--- config.mk ---
export PLATFORM = sky130hd
export DESIGN_NAME = dtmf_goertzel_detector
export DESIGN_NICKNAME = d
export VERILOG_FILES = /design/src/rtl/dtmf_det_pkg.sv /design/src/rtl/dtmf_shared_mac.sv /design/src/rtl/dtmf_peak_pick.sv /design/src/rtl/dtmf_goertzel_detector.sv
export SDC_FILE = /design/constraint.sdc
export NUM_CORES = 2
export LEC_CHECK = 0
export CORE_UTILIZATION = 48
export CTS_CLUSTER_SIZE = 25
export DETAILED_ROUTE_END_ITERATION = 8
export DONT_BUFFER_PORTS = 1
export GPL_ROUTABILITY_DRIVEN = 0
export PLACE_DENSITY_LB_ADDON = 0.25
export REMOVE_ABC_BUFFERS = 1
export SETUP_SLACK_MARGIN = 0.1
export SLEW_MARGIN = 20
export SYNTH_ARGS = -nofsm -noshare
export SYNTH_HDL_FRONTEND = slang
export SYNTH_SLANG_ARGS = --single-unit
export TNS_END_PERCENT = 100
--- constraint.sdc ---
create_clock -name clk_i -period 25.6 [get_ports clk_i]
set_clock_uncertainty 0.1 [all_clocks]
set_input_delay 1.28 -clock clk_i [delete_from_list [all_inputs] [get_ports clk_i]]
set_output_delay 1.28 -clock clk_i [all_outputs]
set_load 0.1 [all_outputs]
--- src/rtl/dtmf_det_pkg.sv ---
package dtmf_det_pkg;

    localparam int NUM_BINS   = 8;
    localparam int GROUP_BINS = 4;
    localparam int COEF_W     = 16;
    localparam int COEF_FRAC  = 14;

    typedef enum logic [1:0] {
        PH_IDLE   = 2'd0,
        PH_UPDATE = 2'd1,
        PH_POWER  = 2'd2,
        PH_DECIDE = 2'd3
    } phase_e;

    // 2*cos(2*pi*k/128) in Q2.14 for k = 18,20,22,24,31,34,38,42
    function automatic logic signed [COEF_W-1:0] bin_coef(input logic [2:0] idx);
        logic signed [COEF_W-1:0] c;
        case (idx)
            3'd0:    c = 16'sd20788;
            3'd1:    c = 16'sd18205;
            3'd2:    c = 16'sd15447;
            3'd3:    c = 16'sd12540;
            3'd4:    c = 16'sd1608;
            3'd5:    c = -16'sd3212;
            3'd6:    c = -16'sd9512;
            default: c = -16'sd15447;
        endcase
        return c;
    endfunction

    // row/column pair to key code
    function automatic logic [3:0] key_code(input logic [1:0] row, input logic [1:0] col);
        logic [3:0] k;
        case ({row, col})
            4'b0000: k = 4'h1;
            4'b0001: k = 4'h2;
            4'b0010: k = 4'h3;
            4'b0011: k = 4'hA;
            4'b0100: k = 4'h4;
            4'b0101: k = 4'h5;
            4'b0110: k = 4'h6;
            4'b0111: k = 4'hB;
            4'b1000: k = 4'h7;
            4'b1001: k = 4'h8;
            4'b1010: k = 4'h9;
            4'b1011: k = 4'hC;
            4'b1100: k = 4'hE;
            4'b1101: k = 4'h0;
            4'b1110: k = 4'hF;
            default: k = 4'hD;
        endcase
        return k;
    endfunction

endpackage

--- src/rtl/dtmf_shared_mac.sv ---
// Single multiplier feeding a single three-operand adder.
module dtmf_shared_mac #(
    parameter int A_W   = 26,
    parameter int B_W   = 24,
    parameter int ACC_W = 52,
    parameter int FRAC  = 14
) (
    input  logic signed [A_W-1:0]   op_a_i,
    input  logic signed [B_W-1:0]   op_b_i,
    input  logic signed [ACC_W-1:0] base_i,
    input  logic signed [ACC_W-1:0] sub_i,
    input  logic                    scale_i,
    input  logic                    negate_i,
    output logic signed [ACC_W-1:0] result_o
);

    localparam int PROD_W = A_W + B_W;

    logic signed [PROD_W-1:0] product;
    logic signed [ACC_W-1:0]  term;

    always_comb begin
        product = op_a_i * op_b_i;
        if (scale_i) begin
            term = ACC_W'(product >>> FRAC);
        end else begin
            term = ACC_W'(product);
        end
        if (negate_i) begin
            result_o = base_i - sub_i - term;
        end else begin
            result_o = base_i - sub_i + term;
        end
    end

endmodule

--- src/rtl/dtmf_peak_pick.sv ---
// Index and value of the largest magnitude; ties go to the lowest index.
module dtmf_peak_pick #(
    parameter int MAG_W = 48,
    parameter int COUNT = 4
) (
    input  logic [COUNT-1:0][MAG_W-1:0]     mags_i,
    output logic [$clog2(COUNT)-1:0]        idx_o,
    output logic [MAG_W-1:0]                peak_o
);

    localparam int IDX_W = $clog2(COUNT);

    always_comb begin
        peak_o = mags_i[0];
        idx_o  = '0;
        for (int i = 1; i < COUNT; i++) begin
            if (mags_i[i] > peak_o) begin
                peak_o = mags_i[i];
                idx_o  = IDX_W'(i);
            end
        end
    end

endmodule

--- src/rtl/dtmf_goertzel_detector.sv ---
module dtmf_goertzel_detector
    import dtmf_det_pkg::*;
#(
    parameter int SAMPLE_W  = 12,
    parameter int STATE_W   = 24,
    parameter int FRAME_LEN = 128,
    parameter int MAG_W     = 48
) (
    input  logic                          clk_i,
    input  logic                          rst_ni,
    input  logic                          sample_stb_i,
    input  logic signed [SAMPLE_W-1:0]    sample_i,
    input  logic [MAG_W-1:0]              min_mag_i,
    output logic [3:0]                    digit_o,
    output logic                          valid_o,
    output logic [NUM_BINS*MAG_W-1:0]     mag_o
);

    localparam int NBIN      = NUM_BINS;
    localparam int BIN_W     = $clog2(NBIN);
    localparam int CNT_W     = $clog2(FRAME_LEN);
    localparam int GRP_IDX_W = $clog2(GROUP_BINS);
    localparam int MUL_A_W   = STATE_W + 2;
    localparam int MUL_B_W   = STATE_W;
    localparam int ACC_W     = MUL_A_W + MUL_B_W + 2;

    typedef struct packed {
        phase_e                        fsm;
        logic [BIN_W-1:0]              bin;
        logic [1:0]                    step;
        logic [CNT_W-1:0]              cnt;
        logic [SAMPLE_W-1:0]           x;
        logic [NBIN-1:0][STATE_W-1:0]  s1;
        logic [NBIN-1:0][STATE_W-1:0]  s2;
        logic [ACC_W-1:0]              acc;
        logic [MUL_A_W-1:0]            tmp;
        logic [NBIN-1:0][MAG_W-1:0]    mag;
        logic [3:0]                    digit;
        logic                          valid;
    } regs_t;

    regs_t q, d;

    // shared datapath operands
    logic signed [STATE_W-1:0] s1_cur, s2_cur;
    logic signed [COEF_W-1:0]  coef_cur;
    logic signed [MUL_A_W-1:0] op_a;
    logic signed [MUL_B_W-1:0] op_b;
    logic signed [ACC_W-1:0]   base, sub, mac_out;
    logic                      scale, negate;

    // group winners
    logic [1:0][GRP_IDX_W-1:0] win_idx;
    logic [1:0][MAG_W-1:0]     win_mag;
    logic                      qualified;

    // observation points for the bound checker
    logic [2*NBIN*STATE_W-1:0] state_vec;
    phase_e                    fsm_now;

    function automatic logic [MAG_W-1:0] to_mag(input logic signed [ACC_W-1:0] v);
        if (v < 0) begin
            return '0;
        end else if (|v[ACC_W-1:MAG_W]) begin
            return '1;
        end else begin
            return v[MAG_W-1:0];
        end
    endfunction

    dtmf_shared_mac #(
        .A_W   (MUL_A_W),
        .B_W   (MUL_B_W),
        .ACC_W (ACC_W),
        .FRAC  (COEF_FRAC)
    ) u_mac (
        .op_a_i   (op_a),
        .op_b_i   (op_b),
        .base_i   (base),
        .sub_i    (sub),
        .scale_i  (scale),
        .negate_i (negate),
        .result_o (mac_out)
    );

    for (genvar g = 0; g < 2; g++) begin : g_group
        dtmf_peak_pick #(
            .MAG_W (MAG_W),
            .COUNT (GROUP_BINS)
        ) u_pick (
            .mags_i (q.mag[g*GROUP_BINS +: GROUP_BINS]),
            .idx_o  (win_idx[g]),
            .peak_o (win_mag[g])
        );
    end

    assign qualified = (win_mag[0] > min_mag_i) && (win_mag[1] > min_mag_i);

    // operand selection for the current schedule slot
    always_comb begin
        s1_cur   = $signed(q.s1[q.bin]);
        s2_cur   = $signed(q.s2[q.bin]);
        coef_cur = bin_coef(3'(q.bin));
        op_a     = MUL_A_W'(s1_cur);
        op_b     = MUL_B_W'(coef_cur);
        base     = '0;
        sub      = '0;
        scale    = 1'b0;
        negate   = 1'b0;
        case (q.fsm)
            PH_UPDATE: begin
                // s = x + coef*s1 - s2
                scale = 1'b1;
                base  = ACC_W'($signed(q.x));
                sub   = ACC_W'(s2_cur);
            end
            PH_POWER: begin
                case (q.step)
                    2'd0: begin
                        op_b = MUL_B_W'(s1_cur);
                    end
                    2'd1: begin
                        op_a = MUL_A_W'(s2_cur);
                        op_b = MUL_B_W'(s2_cur);
                        base = $signed(q.acc);
                    end
                    2'd2: begin
                        scale = 1'b1;
                    end
                    default: begin
                        op_a   = $signed(q.tmp);
                        op_b   = MUL_B_W'(s2_cur);
                        base   = $signed(q.acc);
                        negate = 1'b1;
                    end
                endcase
            end
            default: ;
        endcase
    end

    // next-state computation
    always_comb begin
        d       = q;
        d.valid = 1'b0;
        case (q.fsm)
            PH_IDLE: begin
                if (sample_stb_i) begin
                    d.x   = sample_i;
                    d.bin = '0;
                    d.fsm = PH_UPDATE;
                end
            end
            PH_UPDATE: begin
                d.s1[q.bin] = mac_out[STATE_W-1:0];
                d.s2[q.bin] = q.s1[q.bin];
                if (q.bin == BIN_W'(NBIN - 1)) begin
                    d.bin = '0;
                    if (q.cnt == CNT_W'(FRAME_LEN - 1)) begin
                        d.cnt  = '0;
                        d.step = '0;
                        d.fsm  = PH_POWER;
                    end else begin
                        d.cnt = q.cnt + CNT_W'(1);
                        d.fsm = PH_IDLE;
                    end
                end else begin
                    d.bin = q.bin + BIN_W'(1);
                end
            end
            PH_POWER: begin
                case (q.step)
                    2'd0, 2'd1: d.acc = mac_out;
                    2'd2:       d.tmp = mac_out[MUL_A_W-1:0];
                    default:    d.mag[q.bin] = to_mag(mac_out);
                endcase
                d.step = q.step + 2'd1;
                if (q.step == 2'd3) begin
                    if (q.bin == BIN_W'(NBIN - 1)) begin
                        d.bin = '0;
                        d.fsm = PH_DECIDE;
                    end else begin
                        d.bin = q.bin + BIN_W'(1);
                    end
                end
            end
            default: begin
                if (qualified) begin
                    d.digit = key_code(2'(win_idx[0]), 2'(win_idx[1]));
                    d.valid = 1'b1;
                end
                d.s1  = '0;
                d.s2  = '0;
                d.fsm = PH_IDLE;
            end
        endcase
    end

    always_ff @(posedge clk_i or negedge rst_ni) begin
        if (!rst_ni) begin
            q <= '0;
        end else begin
            q <= d;
        end
    end

    assign digit_o   = q.digit;
    assign valid_o   = q.valid;
    assign mag_o     = q.mag;
    assign state_vec = {q.s1, q.s2};
    assign fsm_now   = q.fsm;

endmodule

==> results.md <==
- Buffers placed on the I/O ports in this run total 0.
- The die area is 174000 µm².
- In this run the horizontal extent of the chip is 417 µm.
- The first-pass GRT wire length is 437000 µm.
- In the finished design, the share of the clock period the worst path needs comes to 0.714.
- After clock tree synthesis, the flow added hold-fix buffers numbering 0.
- Measured in cells, the most critical reg-to-reg path has a length of 51.
- By area the synthesized netlist is led by sky130_fd_sc_hd__dfrtp_1 (27%), sky130_fd_sc_hd__fa_1 (16%), sky130_fd_sc_hd__ha_1 (9.8%).
- The number of max-cap violations is 0.
- For this run, the slowest stage of the critical path takes 820 ps.
- Once placement finished, the instance area stood at 82800 µm².
- Setup repair after global routing left no endpoint under its margin.
- The share of synthesized area in the top cell type comes to 0.265.
- The Yosys warning count is 0.
- The required arrival time at the worst endpoint is 26060 ps.
- The startpoint class of the critical path is a flip-flop.
- In this run the core area contains 151 standard-cell rows.
- The buffer count from post-CTS setup fixing is 0.
- The total number of vias is 68100.
- CTS saw 877 sinks.
- The overall global routing resource usage is 0.333.
- Once layout is complete, the utilization of the core stands at 0.506.
- The number of antenna-violating nets in the routed design is 0.
- The total count of hold-check failures in the final report was 0.
- STA classifies the critical path endpoint as a flip-flop.
- After clock tree synthesis, the clock-pin slew on the worst setup and hold paths is 60 ps.
- In the final layout, the share of cells above drive strength 1 is 0.0784.
- The final instance area is 86200 µm².
- The area added between synthesis and finish is 4.22%.
- At the pin with the least slew margin, the transition time is 1230 ps.
- The post-CTS resize count is 0.
- The number of antenna violations at the first check in global routing is 25.
- The netlist area before placement is 82700 µm².
- The library cell contributing the largest single delay on the critical path is sky130_fd_sc_hd__buf_4.
- After the last flow step, the layout net total stands at 9990.
- The number of different library cells used by synthesis comes to 95.
- The HPWL after detailed placement is 219000 µm.
- The number of global-route vias before repair is 67200.
- The commonest cells after synthesis are sky130_fd_sc_hd__nand2_1 (1304), sky130_fd_sc_hd__inv_1 (978), sky130_fd_sc_hd__dfrtp_1 (877).
- TritonCTS created 97 clock buffers.
- The number of fill cells is 15800.
- The detailed-route wire length per cell is 26.6 µm.
- Counting flops and latches in the post-synthesis netlist gives 877.
- The first detailed-routing pass ran for 6 iterations.
- The sum of negative setup slack is 0 ps.
- The synthesized design spends more area on one cell type than any other, namely sky130_fd_sc_hd__dfrtp_1.
- The remaining global-route overflow is 0.
- Entering global routing, the biggest net connects 217 pins.
- The first routing iteration left 7120 violations.
- The longest clock path from root to sink contains 3 buffers.
- After technology mapping, the gate count stands at 9210.
- The H-tree was split into 3 levels.
- The worst max-slew margin expressed relative to the limit is 0.182.
- The run finished with clean final reports.
- The maximum fanout along the worst path is 216.
- The most frequently used cell type in the post-synthesis netlist is sky130_fd_sc_hd__nand2_1.
- For this run, the top clock speed supported by timing is 54.7 MHz.
- OpenSTA, run right after detailed placement, puts the worst setup slack at 7040 ps.
- The count of pins over their slew limit is 0.
- The final setup violation count is 0.
- The data arrival time of the critical path is 18730 ps.
- By startpoint and endpoint, the worst setup path is classified as flip-flop to flip-flop.
- The tree is rooted in a sky130_fd_sc_hd__clkbuf_16.
- The share of the Yosys chip area taken by registers is 0.265.
- Averaged over all synthesized cells, the footprint is 8.98 µm².
- The path class of the tightest hold or removal check is input pin to asynchronous set/reset pin.
- The async set-or-reset flop fraction in the synthesized netlist is 1.00.
- The most instantiated flip-flop cell in the synthesis netlist is sky130_fd_sc_hd__dfrtp_1.
- The clock latency of the later-clocked register in the worst-skew pair is 750 ps.
- The total area inside the core boundary comes to 170000 µm².
- In the routed layout, each cell is associated on average with a via count of 6.18.
- TritonCTS built the clock tree.
- In this run, synthesis inferred 0 flip-flops with an integrated enable.
- The number of design rule violations left after detail routing is 0.
- The die height is 417 µm.
- The smallest setup slack after layout is 7330 ps.
- For the finished layout, the period the worst path requires is 18270 ps.
- The number of top-level pins is 452.
- The initial core utilization is 0.486.
- Summed over all layers, the routed wires come to 294000 µm.
-- layout by cell type, fill, tap and decap left out, types with 16 or more instances in the layout --
master                         n
sky130_fd_sc_hd__diode_2      20
sky130_fd_sc_hd__mux2i_1     161
sky130_fd_sc_hd__a221oi_1     31
sky130_fd_sc_hd__o31ai_1     403
sky130_fd_sc_hd__nand2b_1     65
sky130_fd_sc_hd__clkbuf_16    97
sky130_fd_sc_hd__ha_1        645
sky130_fd_sc_hd__a22oi_1     156
sky130_fd_sc_hd__nand3_1      66
sky130_fd_sc_hd__nor3_1       58
sky130_fd_sc_hd__o211ai_1     18
sky130_fd_sc_hd__clkbuf_8     19
sky130_fd_sc_hd__and4_1       16
sky130_fd_sc_hd__o21ai_0     476
sky130_fd_sc_hd__xnor2_1     106
sky130_fd_sc_hd__and2_1       47
sky130_fd_sc_hd__o21ai_1      41
sky130_fd_sc_hd__o21a_1       89
sky130_fd_sc_hd__nand2_1    1295
sky130_fd_sc_hd__and3_1       47
sky130_fd_sc_hd__clkinv_2     27
sky130_fd_sc_hd__inv_1       978
sky130_fd_sc_hd__or3_1        20
sky130_fd_sc_hd__buf_4       223
sky130_fd_sc_hd__a211oi_1     32
sky130_fd_sc_hd__fa_1        653
sky130_fd_sc_hd__xor2_1       77
sky130_fd_sc_hd__nor2_2       42
sky130_fd_sc_hd__a22o_1      219
sky130_fd_sc_hd__mux2_2      130
sky130_fd_sc_hd__nor4_1       17
sky130_fd_sc_hd__nor2b_1     111
sky130_fd_sc_hd__dfrtp_1     874
sky130_fd_sc_hd__a31oi_1      23
sky130_fd_sc_hd__a21o_1      269
sky130_fd_sc_hd__nor2_1      426
sky130_fd_sc_hd__a21oi_1     308
sky130_fd_sc_hd__o21bai_1     28
sky130_fd_sc_hd__nand4_1     126
-- state kept, by name (all words and copies together) (netlist names) --
| register | count |
|---|---|
| q | 486 |
| digit_o | 4 |
| valid_o | 1 |
| mag_o | 384 |
| fsm_now | 2 |
-- critical path, delay by kind of cell, from the launching register on --
family                     cells  cell delay (ps)
adders and majority gates      9             4600
DFF                            1              790
AOI/OAI and AO/OA             17             4850
and+or+nand+nor               11             2580
buffers and inverters         11             4200
xor gates and xnor gates       3              560
-- logic make-up after synthesis --
family          share of synthesized area
mux                                0.0374
buf+inv                             0.107
compound gates                      0.184
simple gates                        0.130
flops                               0.265
fa+ha+maj                           0.256
xor+xnor                           0.0199
-- cell type report --
class | instances | area (µm²) | area share
antenna | 20 | 50.0 | 0.000581
timing repair buffer | 236 | 1960 | 0.0228
sequential | 877 | 21900 | 0.255
tap | 2295 | 2870 | 0.0333
clock inverter | 45 | 552 | 0.00640
multi-input combinational | 6436 | 52400 | 0.608
clock buffer | 131 | 2750 | 0.0318
inverter | 979 | 3670 | 0.0426
-- per-stage QoR --
step	hold slack [ps]	cells
after floorplan	340	8292
after global placement	361	10800
after detailed placement	363	10800
after CTS	97.7	11000
after global routing	124	11000
final	130	11000
-- worst paths after layout --
check,start,endpoint,slack (ps)
setup reg to reg,q[874],mag_o[10],7330
hold reg to reg,q[589],q[589],380
min in group clk_i,q[589],q[589],380
setup / recovery,q[874],mag_o[10],7330
max in group asynchronous,rst_ni,q[541],22310
hold / removal,rst_ni,mag_o[26],130
-- routing by layer --
layer  GRT usage  vias up  wire [µm]
met5           0        -         66
met4       0.226       10      22800
met3      0.0766      871      29000
met2       0.517     3516     131000
met1       0.413    33900     111000
li1            -    29800          -
Power is not shown: default switching activity piles up to over one toggle a cycle in this logic, so the estimate is an artifact.
